<file path="src/rtl/sb_pkg.sv">
package sb_pkg;
  typedef enum logic [1:0] {
    FU_INT = 2'd0,
    FU_ADD = 2'd1,
    FU_MUL = 2'd2,
    FU_DIV = 2'd3
  } fu_e;

  localparam int unsigned NUM_FU = 4;
  localparam int unsigned FU_W   = 2;
endpackage

</file>
<file path="src/rtl/sb_busy_vec.sv">
module sb_busy_vec #(
  parameter int unsigned N_UNITS = 4,
  localparam int unsigned IDX_W  = (N_UNITS > 1) ? $clog2(N_UNITS) : 1
) (
  input  logic               clk_i,
  input  logic               rst_ni,
  input  logic               set_en_i,
  input  logic [IDX_W-1:0]   set_idx_i,
  input  logic [N_UNITS-1:0] clr_en_i,
  output logic [N_UNITS-1:0] busy_o
);
  logic [N_UNITS-1:0] busy_q;

  for (genvar u = 0; u < N_UNITS; u++) begin : g_unit
    logic hit_set;
    assign hit_set = set_en_i && (set_idx_i == IDX_W'(u));

    // set has priority over a same-cycle release
    always_ff @(posedge clk_i or negedge rst_ni) begin
      if (!rst_ni)          busy_q[u] <= 1'b0;
      else if (hit_set)     busy_q[u] <= 1'b1;
      else if (clr_en_i[u]) busy_q[u] <= 1'b0;
    end


    busy_release_chk: assert property (@(posedge clk_i) disable iff (!rst_ni)
      (clr_en_i[u] && !hit_set) |=> !busy_q[u]);
  end

  assign busy_o = busy_q;


  busy_claim_chk: assert property (@(posedge clk_i) disable iff (!rst_ni)
    set_en_i |=> busy_q[$past(set_idx_i)]);
endmodule

</file>
<file path="src/rtl/sb_pending_vec.sv">
module sb_pending_vec #(
  parameter int unsigned N_REGS  = 32,
  parameter int unsigned N_PORTS = 4,
  localparam int unsigned REG_W  = $clog2(N_REGS)
) (
  input  logic                     clk_i,
  input  logic                     rst_ni,
  input  logic                     set_en_i,
  input  logic [REG_W-1:0]         set_idx_i,
  input  logic [N_PORTS-1:0]       clr_en_i,
  input  logic [N_PORTS*REG_W-1:0] clr_idx_i,
  output logic [N_REGS-1:0]        pend_o
);
  logic [N_REGS-1:0] pend_q, pend_d, set_mask, clr_mask;

  always_comb begin
    clr_mask = '0;
    for (int p = 0; p < N_PORTS; p++) begin
      if (clr_en_i[p]) clr_mask[clr_idx_i[p*REG_W +: REG_W]] = 1'b1;
    end
    set_mask = '0;
    if (set_en_i) set_mask[set_idx_i] = 1'b1;
  end

  // set wins over a same-register clear
  assign pend_d = (pend_q & ~clr_mask) | set_mask;

  always_ff @(posedge clk_i or negedge rst_ni) begin
    if (!rst_ni) pend_q <= '0;
    else         pend_q <= pend_d;
  end

  assign pend_o = pend_q;


  pend_set_wins_chk: assert property (@(posedge clk_i) disable iff (!rst_ni)
    set_en_i |=> pend_q[$past(set_idx_i)]);

  for (genvar p = 0; p < N_PORTS; p++) begin : g_port
    logic [REG_W-1:0] idx;
    assign idx = clr_idx_i[p*REG_W +: REG_W];

    pend_clear_chk: assert property (@(posedge clk_i) disable iff (!rst_ni)
      (clr_en_i[p] && !(set_en_i && set_idx_i == idx)) |=> !pend_q[$past(idx)]);
  end
endmodule

</file>
<file path="src/rtl/sb_hazard.sv">
module sb_hazard #(
  parameter int unsigned N_REGS  = 32,
  parameter int unsigned N_UNITS = 4,
  localparam int unsigned REG_W  = $clog2(N_REGS),
  localparam int unsigned IDX_W  = (N_UNITS > 1) ? $clog2(N_UNITS) : 1
) (
  input  logic [N_REGS-1:0]  pend_i,
  input  logic [N_UNITS-1:0] busy_i,
  input  logic [IDX_W-1:0]   fu_i,
  input  logic [REG_W-1:0]   rd_i,
  input  logic               rd_we_i,
  input  logic [REG_W-1:0]   rs1_i,
  input  logic               rs1_use_i,
  input  logic [REG_W-1:0]   rs2_i,
  input  logic               rs2_use_i,
  output logic               unit_busy_o,
  output logic               raw_o,
  output logic               waw_o
);
  logic rs1_live, rs2_live, rd_live;

  // register 0 is never tracked
  assign rs1_live = rs1_use_i && (rs1_i != '0);
  assign rs2_live = rs2_use_i && (rs2_i != '0);
  assign rd_live  = rd_we_i   && (rd_i  != '0);

  assign unit_busy_o = busy_i[fu_i];
  assign raw_o       = (rs1_live && pend_i[rs1_i]) || (rs2_live && pend_i[rs2_i]);
  assign waw_o       = rd_live && pend_i[rd_i];
endmodule

</file>
<file path="src/rtl/issue_scoreboard.sv">
module issue_scoreboard #(
  parameter int unsigned NUM_REGS = 32,
  parameter int unsigned NUM_FU   = sb_pkg::NUM_FU,
  localparam int unsigned REG_W   = $clog2(NUM_REGS),
  localparam int unsigned FU_W    = (NUM_FU > 1) ? $clog2(NUM_FU) : 1
) (
  input  logic                    clk_i,
  input  logic                    rst_ni,
  input  logic                    in_valid_i,
  input  logic [FU_W-1:0]         in_fu_i,
  input  logic [REG_W-1:0]        in_rd_i,
  input  logic                    in_rd_we_i,
  input  logic [REG_W-1:0]        in_rs1_i,
  input  logic                    in_rs1_use_i,
  input  logic [REG_W-1:0]        in_rs2_i,
  input  logic                    in_rs2_use_i,
  input  logic [NUM_FU-1:0]       wb_en_i,
  input  logic [NUM_FU*REG_W-1:0] wb_rd_i,
  output logic                    issue_o,
  output logic                    stall_o
);
  logic [NUM_REGS-1:0] pend;
  logic [NUM_FU-1:0]   busy;
  logic                unit_busy, raw, waw, hazard, pend_set;

  sb_hazard #(.N_REGS(NUM_REGS), .N_UNITS(NUM_FU)) u_hazard (
    .pend_i      (pend),
    .busy_i      (busy),
    .fu_i        (in_fu_i),
    .rd_i        (in_rd_i),
    .rd_we_i     (in_rd_we_i),
    .rs1_i       (in_rs1_i),
    .rs1_use_i   (in_rs1_use_i),
    .rs2_i       (in_rs2_i),
    .rs2_use_i   (in_rs2_use_i),
    .unit_busy_o (unit_busy),
    .raw_o       (raw),
    .waw_o       (waw)
  );

  assign hazard   = unit_busy || raw || waw;
  assign issue_o  = in_valid_i && !hazard;
  assign stall_o  = in_valid_i && hazard;
  assign pend_set = issue_o && in_rd_we_i && (in_rd_i != '0);

  sb_busy_vec #(.N_UNITS(NUM_FU)) u_busy (
    .clk_i     (clk_i),
    .rst_ni    (rst_ni),
    .set_en_i  (issue_o),
    .set_idx_i (in_fu_i),
    .clr_en_i  (wb_en_i),
    .busy_o    (busy)
  );

  sb_pending_vec #(.N_REGS(NUM_REGS), .N_PORTS(NUM_FU)) u_pend (
    .clk_i     (clk_i),
    .rst_ni    (rst_ni),
    .set_en_i  (pend_set),
    .set_idx_i (in_rd_i),
    .clr_en_i  (wb_en_i),
    .clr_idx_i (wb_rd_i),
    .pend_o    (pend)
  );


  grant_excl_chk: assert property (@(posedge clk_i) disable iff (!rst_ni)
    !(issue_o && stall_o));


  idle_quiet_chk: assert property (@(posedge clk_i) disable iff (!rst_ni)
    !in_valid_i |-> (!issue_o && !stall_o));


  zero_never_pending_chk: assert property (@(posedge clk_i) disable iff (!rst_ni)
    !pend[0]);
endmodule

</file>
<file path="config.mk">
export PLATFORM = sky130hd
export DESIGN_NAME = issue_scoreboard
export DESIGN_NICKNAME = d
export VERILOG_FILES = /design/src/rtl/sb_pkg.sv /design/src/rtl/sb_busy_vec.sv /design/src/rtl/sb_pending_vec.sv /design/src/rtl/sb_hazard.sv /design/src/rtl/issue_scoreboard.sv
export SDC_FILE = /design/constraint.sdc
export NUM_CORES = 1
export LEC_CHECK = 0
export BUFFER_PORTS_ARGS = -buffer_cell sky130_fd_sc_hd__buf_2
export CAP_MARGIN = 25
export CORE_ASPECT_RATIO = 1.5
export CORE_MARGIN = 5
export CORE_UTILIZATION = 63
export DETAILED_ROUTE_END_ITERATION = 12
export GPL_ROUTABILITY_DRIVEN = 0
export GPL_TIMING_DRIVEN = 1
export PLACE_DENSITY = 0.87
export SYNTH_ARGS = -nofsm -noshare
export SYNTH_HDL_FRONTEND = slang
export SYNTH_HIERARCHICAL = 1
export SYNTH_SLANG_ARGS = --single-unit
export TNS_END_PERCENT = 1
</file>
<file path="constraint.sdc">
create_clock -name clk_i -period 6.5 [get_ports clk_i]
set_clock_uncertainty 0.2 [all_clocks]
set_input_delay 1.3 -clock clk_i [delete_from_list [all_inputs] [get_ports clk_i]]
set_output_delay 1.3 -clock clk_i [all_outputs]
set_load 0.01 [all_outputs]
</file>
==> results of run 1 <==
[worst paths after layout]
kind | startpoint | end | cells past startpoint
max | in_rd_i[0] | issue_o | 8
min | u_busy/busy_o[0] | u_busy/busy_o[0] | 2
max reg2reg | u_pend/pend_o[20] | u_pend/pend_o[19] | 9
min reg2reg | u_busy/busy_o[0] | u_busy/busy_o[0] | 2
max in group asynchronous | rst_ni | u_pend/pend_o[9] | 1
min in group asynchronous | rst_ni | u_pend/pend_o[20] | 1
[layer usage]
| metal | vias up | global-route usage [%] |
|---|---|---|
| li1 | 1475 | - |
| met1 | 1644 | 40.3 |
| met2 | 421 | 53.2 |
| met3 | 133 | 8.88 |
| met4 | 0 | 23.3 |
| met5 | - | 0 |
[worst max-delay path, stage by stage]
cell and delay [ns]:
buf_2 0.28, mux4_1 0.60, mux4_2 0.46, and3_1 0.20, a31o_1 0.20, or4b_4 0.53
inv_1 0.16, buf_2 0.16
[flip-flops by register name, summed over array words and instances, names as in the netlist]
| register | count |
|---|---|
| u_pend/pend_o | 32 |
| u_busy/busy_o | 4 |
[stage by stage]
stage	utilization [%]	setup WS, ns	hold WS (ns)
after floorplan	-	1.57	0.276
after global placement	69.1	1.22	0.301
after detailed placement	69.1	1.14	0.298
after CTS	71.2	1.14	0.315
after global routing	71.2	1.07	0.336
final	71.2	1.11	0.318
[final cells by class]
cell class / instances / area [µm²] / share of cell area, %
clock inverters: 2 / 35.0 / 0.960
clock buffers: 6 / 72.6 / 1.99
well taps: 68 / 85.1 / 2.33
multi-input cells: 265 / 2210 / 60.6
repair buffers: 48 / 240 / 6.58
flip-flops and latches: 36 / 901 / 24.7
inverters: 28 / 105 / 2.88
[kinds of logic (layout without fill, tap and decap cells)]
kind of cell,count (synthesis),in the layout,synth area share (%)
compound gates,109,109,22.1
buf+inv,51,84,6.08
flops,36,36,27.2
mux,34,34,21.1
simple gates,122,122,23.5
[synthesized netlist by cell type (2+ instances only)]
master,n,area share (%)
a22oi_1,2,0.45
and4b_1,3,0.91
buf_1,4,0.45
buf_2,2,0.30
clkbuf_1,16,1.8
dfrtp_1,36,27
inv_1,27,3.1
mux2i_1,7,2.1
mux4_1,6,4.8
mux4_2,21,14
nand2_1,38,4.3
nand2b_1,8,1.5
nand3_1,2,0.30
nand4_1,4,0.75
nand4b_1,12,3.2
nand4bb_1,12,4.1
nor2_1,15,1.7
nor2b_1,6,1.1
nor3_1,2,0.30
nor4bb_1,3,0.91
o21ai_0,15,2.3
o22ai_1,53,10
o31ai_1,33,7.5
or2_1,3,0.57
or4b_1,2,0.60
or4b_4,3,1.2
[power by group through the flow]
| stage | registers [mW] | clock network (mW) | logic, mW |
|---|---|---|---|
| 3_3_place_gp | 0.295 | 0 | 0.196 |
| 2_1_floorplan | 0.279 | 0 | 0.140 |
| 3_5_place_dp | 0.297 | 0 | 0.203 |
| 4_1_cts | 0.293 | 0.196 | 0.205 |
| 6_report | 0.295 | 0.196 | 0.212 |
| 5_1_grt | 0.297 | 0.209 | 0.225 |
==> summary.md, run 1 <==
| Metric | Value |
|---|---|
| Status | `complete, no violations` |
| Ant diodes | `0` |
| Placed inst area | `0.00354 mm²` |
| CTS Buf Count | `5` |
| Placed cell count | `approximately 450` |
| Sequential area share after synthesis | `roughly 27%` |
| Crit end category | `output port` |
| H-tree depth | `2` |
| Area of the mapped netlist | `approximately 0.0033 mm²` |
| Floorplan core area | `between 0.005 and 0.006 mm²` |
| Sw Ratio | `about a third` |
| Height of the die | `just under 100 µm` |
| Residual DRC | `0` |
| Post-detail-place hpwl | `a little over 8000 µm` |
| Initial antenna violation count | `0` |
| Combinational fraction of design power | `30.2%` |
| Final setup viols | `0` |
| Final non-filler cell total | `around 450` |
| Clk sinks | `36` |
| Grt ovf | `0` |
| Routed Antenna Nets | `0` |
| Vias per cell | `between 8 and 9` |
| Ys async rst share | `100%` |
| Rel. slew slack | `between 40% and 50%` |
| Pwr Total | `0.703 mW` |
| Reg2Reg Setup Slack | `2.37 ns` |
| WL per Instance | `25.1 µm` |
| Post-synth EDFFs | `0` |
| Pleak | `~1.4 nW` |
| Mapped Cells | `352` |
| Die Wd | `69.2 µm` |
| Post-Syn Nets | `~400` |
| Fillers | `between 400 and 500` |
| Via count | `3673` |
| Met1 WL | `3670 µm` |
| Metal3 WL | `between 1500 and 2000 µm` |
| Starting DRT DRC Count | `606` |
| Slew at the pin closest to its max-slew limit | `0.802 ns` |
| Pwr/cell area | `~190 mW/mm²` |
| CTS tree | `built` |
| Highest-count cells in the layout ignoring fill and taps | `o22ai_1, buf_2, nand2_1` |
| Max FO, Critical Path | `13` |
| Drt first pass iters | `8` |
| Number of synthesized register bits | `36` |
| Post_cts resized | `0` |
| Maximum VDD drop | `around 0.00015 V` |
| Largest net degree at the start of global routing | `37` |
| Die area | `0.00684 mm²` |
| Total Routing Usage GR | `between 30% and 40%` |
| Cts-stage hold buffer count | `0` |
| Internal power | `0.470 mW` |
| Initial core utilization | `64.7%` |
| Fmax | `around 0.19 GHz` |
| Fin crit share | `between 80% and 90%` |
| FP Rows | `32` |
| CP Launch Type | `primary input` |
| CP required | `around 5.0 ns` |
| RSZ-0062 raised after global routing | `false` |
| Final net count | `around 430` |
| Port buffer count | `48` |
| DR WL met2 | `slightly above 5000 µm` |
| Clock Path Buffers | `2` |
| Setup repair bufs after CTS | `0` |
| Dominant synthesized flop cell | `dfrtp_1` |
| Count of cell types in the netlist | `43` |
| Count of final max-slew check failures | `0` |
| First-pass GRT wire length | `around 18000 µm` |
| Worst skew pair latency | `approximately 0.3 ns` |
| Worst Path Arrival | `~4 ns` |
| Sequential share of power | `41.9%` |
| Clock network fraction of design power | `about 28%` |
| CTS root buf | `clkbuf_8` |
| Fraction of layout cells with a size suffix above 1 | `~22%` |
| Highest metal used | `met4` |
| Kind of critical path | `in -> out` |
| Sw Pwr | `0.233 mW` |
| Area growth from synthesis to layout | `10.2%` |
| Final WL | `11400 µm` |
| Clk pin slew, worst setup/hold paths | `about 0.070 ns` |
| Vias in the first global route | `3551` |
| Yosys warns | `6` |
| Setup TNS | `0 ns` |
| Final min period | `5.39 ns` |
| Synth Area per Inst | `about 9.4 µm²` |
| Commonest non-fill, non-tap cell in the layout | `o22ai_1` |
| Max-Cap Viols | `0` |
| Design Area, Final | `0.00365 mm²` |
| Number of I/O pins | `49` |
| Hold Fails Final Rpt | `0` |
| HP Class | `reg -> reg` |
Power figures use the tool's default switching activity.
==> run 2, diff against run 1 <==
--- a/config.mk
+++ b/config.mk
@@ -9,11 +9,11 @@
 export CAP_MARGIN = 25
 export CORE_ASPECT_RATIO = 1.5
 export CORE_MARGIN = 5
-export CORE_UTILIZATION = 63
+export CORE_UTILIZATION = 58
 export DETAILED_ROUTE_END_ITERATION = 12
 export GPL_ROUTABILITY_DRIVEN = 0
 export GPL_TIMING_DRIVEN = 1
-export PLACE_DENSITY = 0.87
+export PLACE_DENSITY = 0.81
 export SYNTH_ARGS = -nofsm -noshare
 export SYNTH_HDL_FRONTEND = slang
 export SYNTH_HIERARCHICAL = 1
==> constraint.sdc (replaced) <==
create_clock -name clk_i -period 5.1 [get_ports clk_i]
set_clock_uncertainty 0.2 [all_clocks]
set_input_delay 1.02 -clock clk_i [delete_from_list [all_inputs] [get_ports clk_i]]
set_output_delay 1.02 -clock clk_i [all_outputs]
set_load 0.01 [all_outputs]
==> run 2 against run 1 <==
  * Die area increased by 7.5%
  * Flip-flop and latch count is the same
  * Total power rose by 21%
  * Via count shrank 5.2%
  * Critical path depth unchanged
  * Register-to-register slack worse by 1.2 ns
  * Sequential power rose by 28%
  * First-iteration DRC count is 8.7% lower
  * Global-route usage shrank 2.5 points
  * Non-clock buffer count up 1
  * Critical path type unchanged
  * Critical endpoint unchanged
  * Highest routed layer unchanged
==> summary.md, run 2 (synthesized netlist as in run 1, its figures left out) <==
| Metric | Value |
|---|---|
| Max FO, Critical Path | `13 (unchanged)` |
| Total Routing Usage GR | `31.4% (was 33.8%)` |
| Design Area, Final | `0.00364 mm² (was 0.00365 mm²)` |
| Via count | `3482 (was 3673)` |
| Setup TNS | `0 ns (unchanged)` |
| Internal power | `0.564 mW (was 0.470 mW)` |
| Fraction of layout cells with a size suffix above 1 | `21.8% (about the same)` |
| Max FFs per register | `32 (unchanged)` |
| Commonest non-fill, non-tap cell in the layout | `o22ai_1 (unchanged)` |
| Maximum VDD drop | `0.000140 V (was 0.000155 V)` |
| WL per Instance | `24.1 µm (was 25.1 µm)` |
| Sequential share of power | `44.5% (was 41.9%)` |
| Sw Ratio | `33.6% (was 33.2%)` |
| Pleak | `1.38 nW (was 1.39 nW)` |
| Cts-stage hold buffer count | `0 (unchanged)` |
| Initial core utilization | `59.9% (was 64.7%)` |
| RSZ-0062 raised after global routing | `false (unchanged)` |
| Floorplan core area | `0.00553 mm² (was 0.00512 mm²)` |
| Routed Antenna Nets | `0 (unchanged)` |
| Rel. slew slack | `46.2% (was 46.5%)` |
| Residual DRC | `0 (unchanged)` |
| Combinational fraction of design power | `31.4% (was 30.2%)` |
| Final WL | `11000 µm (was 11400 µm)` |
| Clock network fraction of design power | `24.2% (was 27.9%)` |
| HP Class | `reg -> reg (unchanged)` |
| Pwr/cell area | `233 mW/mm² (was 192 mW/mm²)` |
| CP Launch Type | `primary input (unchanged)` |
| Die area | `0.00736 mm² (was 0.00684 mm²)` |
| Largest net degree at the start of global routing | `37 (unchanged)` |
| Post_cts resized | `0 (unchanged)` |
| Initial antenna violation count | `0 (unchanged)` |
| CTS root buf | `clkbuf_8 (unchanged)` |
| Post-detail-place hpwl | `8140 µm (was 8110 µm)` |
| Vias per cell | `7.64 (was 8.11)` |
| Grt ovf | `0 (unchanged)` |
| Starting DRT DRC Count | `553 (was 606)` |
| Fin crit share | `a little over nine tenths` |
| FP Rows | `33 (was 32)` |
| Placed cell count | `448 (was 445)` |
| Worst Path Arrival | `3.58 ns (was 3.89 ns)` |
| Height of the die | `103 µm (was 98.8 µm)` |
| Kind of critical path | `in -> out (unchanged)` |
| Clk sinks | `36 (unchanged)` |
| CTS Buf Count | `5 (unchanged)` |
| Status | `complete, no violations (unchanged)` |
| Ant diodes | `0 (unchanged)` |
| Area growth from synthesis to layout | `9.93% (was 10.2%)` |
| Max-Cap Viols | `0 (unchanged)` |
| First-pass GRT wire length | `17600 µm (was 18100 µm)` |
| Number of I/O pins | `49 (unchanged)` |
| H-tree depth | `2 (unchanged)` |
| Worst skew pair latency | `0.29 ns (was 0.30 ns)` |
| Slew at the pin closest to its max-slew limit | `0.806 ns (was 0.802 ns)` |
| Final setup viols | `0 (unchanged)` |
| CP required | `3.88 ns (was 5.00 ns)` |
| Setup repair bufs after CTS | `0 (unchanged)` |
| Vias in the first global route | `3381 (was 3551)` |
| Die Wd | `71.7 µm (was 69.2 µm)` |
| Port buffer count | `48 (unchanged)` |
| Fmax | `between 0.2 and 0.25 GHz` |
| Fillers | `472 (was 421)` |
| Hold Fails Final Rpt | `0 (unchanged)` |
| Final net count | `432 (was 431)` |
| Crit end category | `output port (unchanged)` |
| Placed inst area | `0.00355 mm² (was 0.00354 mm²)` |
| CTS tree | `built (unchanged)` |
| Sw Pwr | `0.285 mW (was 0.233 mW)` |
| Drt first pass iters | `7 (was 8)` |
| Count of final max-slew check failures | `0 (unchanged)` |
| Highest-count cells in the layout ignoring fill and taps | `o22ai_1, buf_2, nand2_1 (unchanged)` |
| Clock Path Buffers | `2 (unchanged)` |
| Final non-filler cell total | `456 (was 453)` |
| Clk pin slew, worst setup/hold paths | `0.07 ns (about the same)` |
| Final min period | `around 4.8 ns` |
==> run 2: power by group through the flow <==
stage	Sequential [mW]	Combinational, mW	Clock (mW)
after CTS	0.375	0.258	0.211
after detailed placement	0.380	0.257	0
after global placement	0.377	0.252	0
after global routing	0.381	0.284	0.225
final	0.378	0.266	0.205
after floorplan	0.355	0.178	0
==> run 2: worst max-delay path, stage by stage <==
cell and delay (ns):
buf_2 0.27, mux4_1 0.59, mux4_2 0.46, and3_1 0.20
a31o_1 0.20, or4b_4 0.53, inv_1 0.15, buf_2 0.15
==> run 2: layout make-up <==
cell class	instances	area, µm²	share of cell area [%]
Multi-Input combinational cell	265	2210	60.7
Sequential cell	36	901	24.7
Timing Repair Buffer	49	248	6.80
Inverter	28	105	2.88
Clock buffer	8	90.1	2.47
Tap cell	70	87.6	2.40
==> run 2: worst paths after layout <==
path                                endpoint  slack, ns               from  cells past startpoint
max                                  issue_o       0.30         in_rd_i[0]                      8
min                         u_busy/busy_o[2]       0.34   u_busy/busy_o[2]                      2
max reg2reg                 u_pend/pend_o[8]       1.17  u_pend/pend_o[21]                      9
min reg2reg                 u_busy/busy_o[2]       0.34   u_busy/busy_o[2]                      2
max in group asynchronous   u_pend/pend_o[4]       3.57             rst_ni                      1
min in group asynchronous  u_pend/pend_o[20]       0.61             rst_ni                      1
==> run 2: routing by layer <==
layer | vias up | routed length (µm) | global-route usage [%]
met5 | - | 0 | 0
li1 | 1474 | - | -
met4 | 0 | 580 | 17.4
met2 | 333 | 5130 | 51.3
met3 | 76 | 1340 | 5.85
met1 | 1599 | 3960 | 39.0
==> run 2: per-stage QoR <==
stage	utilization (%)	setup slack, ns	power, mW	hold slack [ns]
after floorplan	-	0.727	0.534	0.276
after global placement	64.2	0.373	0.629	0.311
after detailed placement	64.2	0.327	0.637	0.322
after CTS	65.9	0.319	0.844	0.333
after global routing	65.9	0.209	0.890	0.387
final	65.9	0.303	0.849	0.343
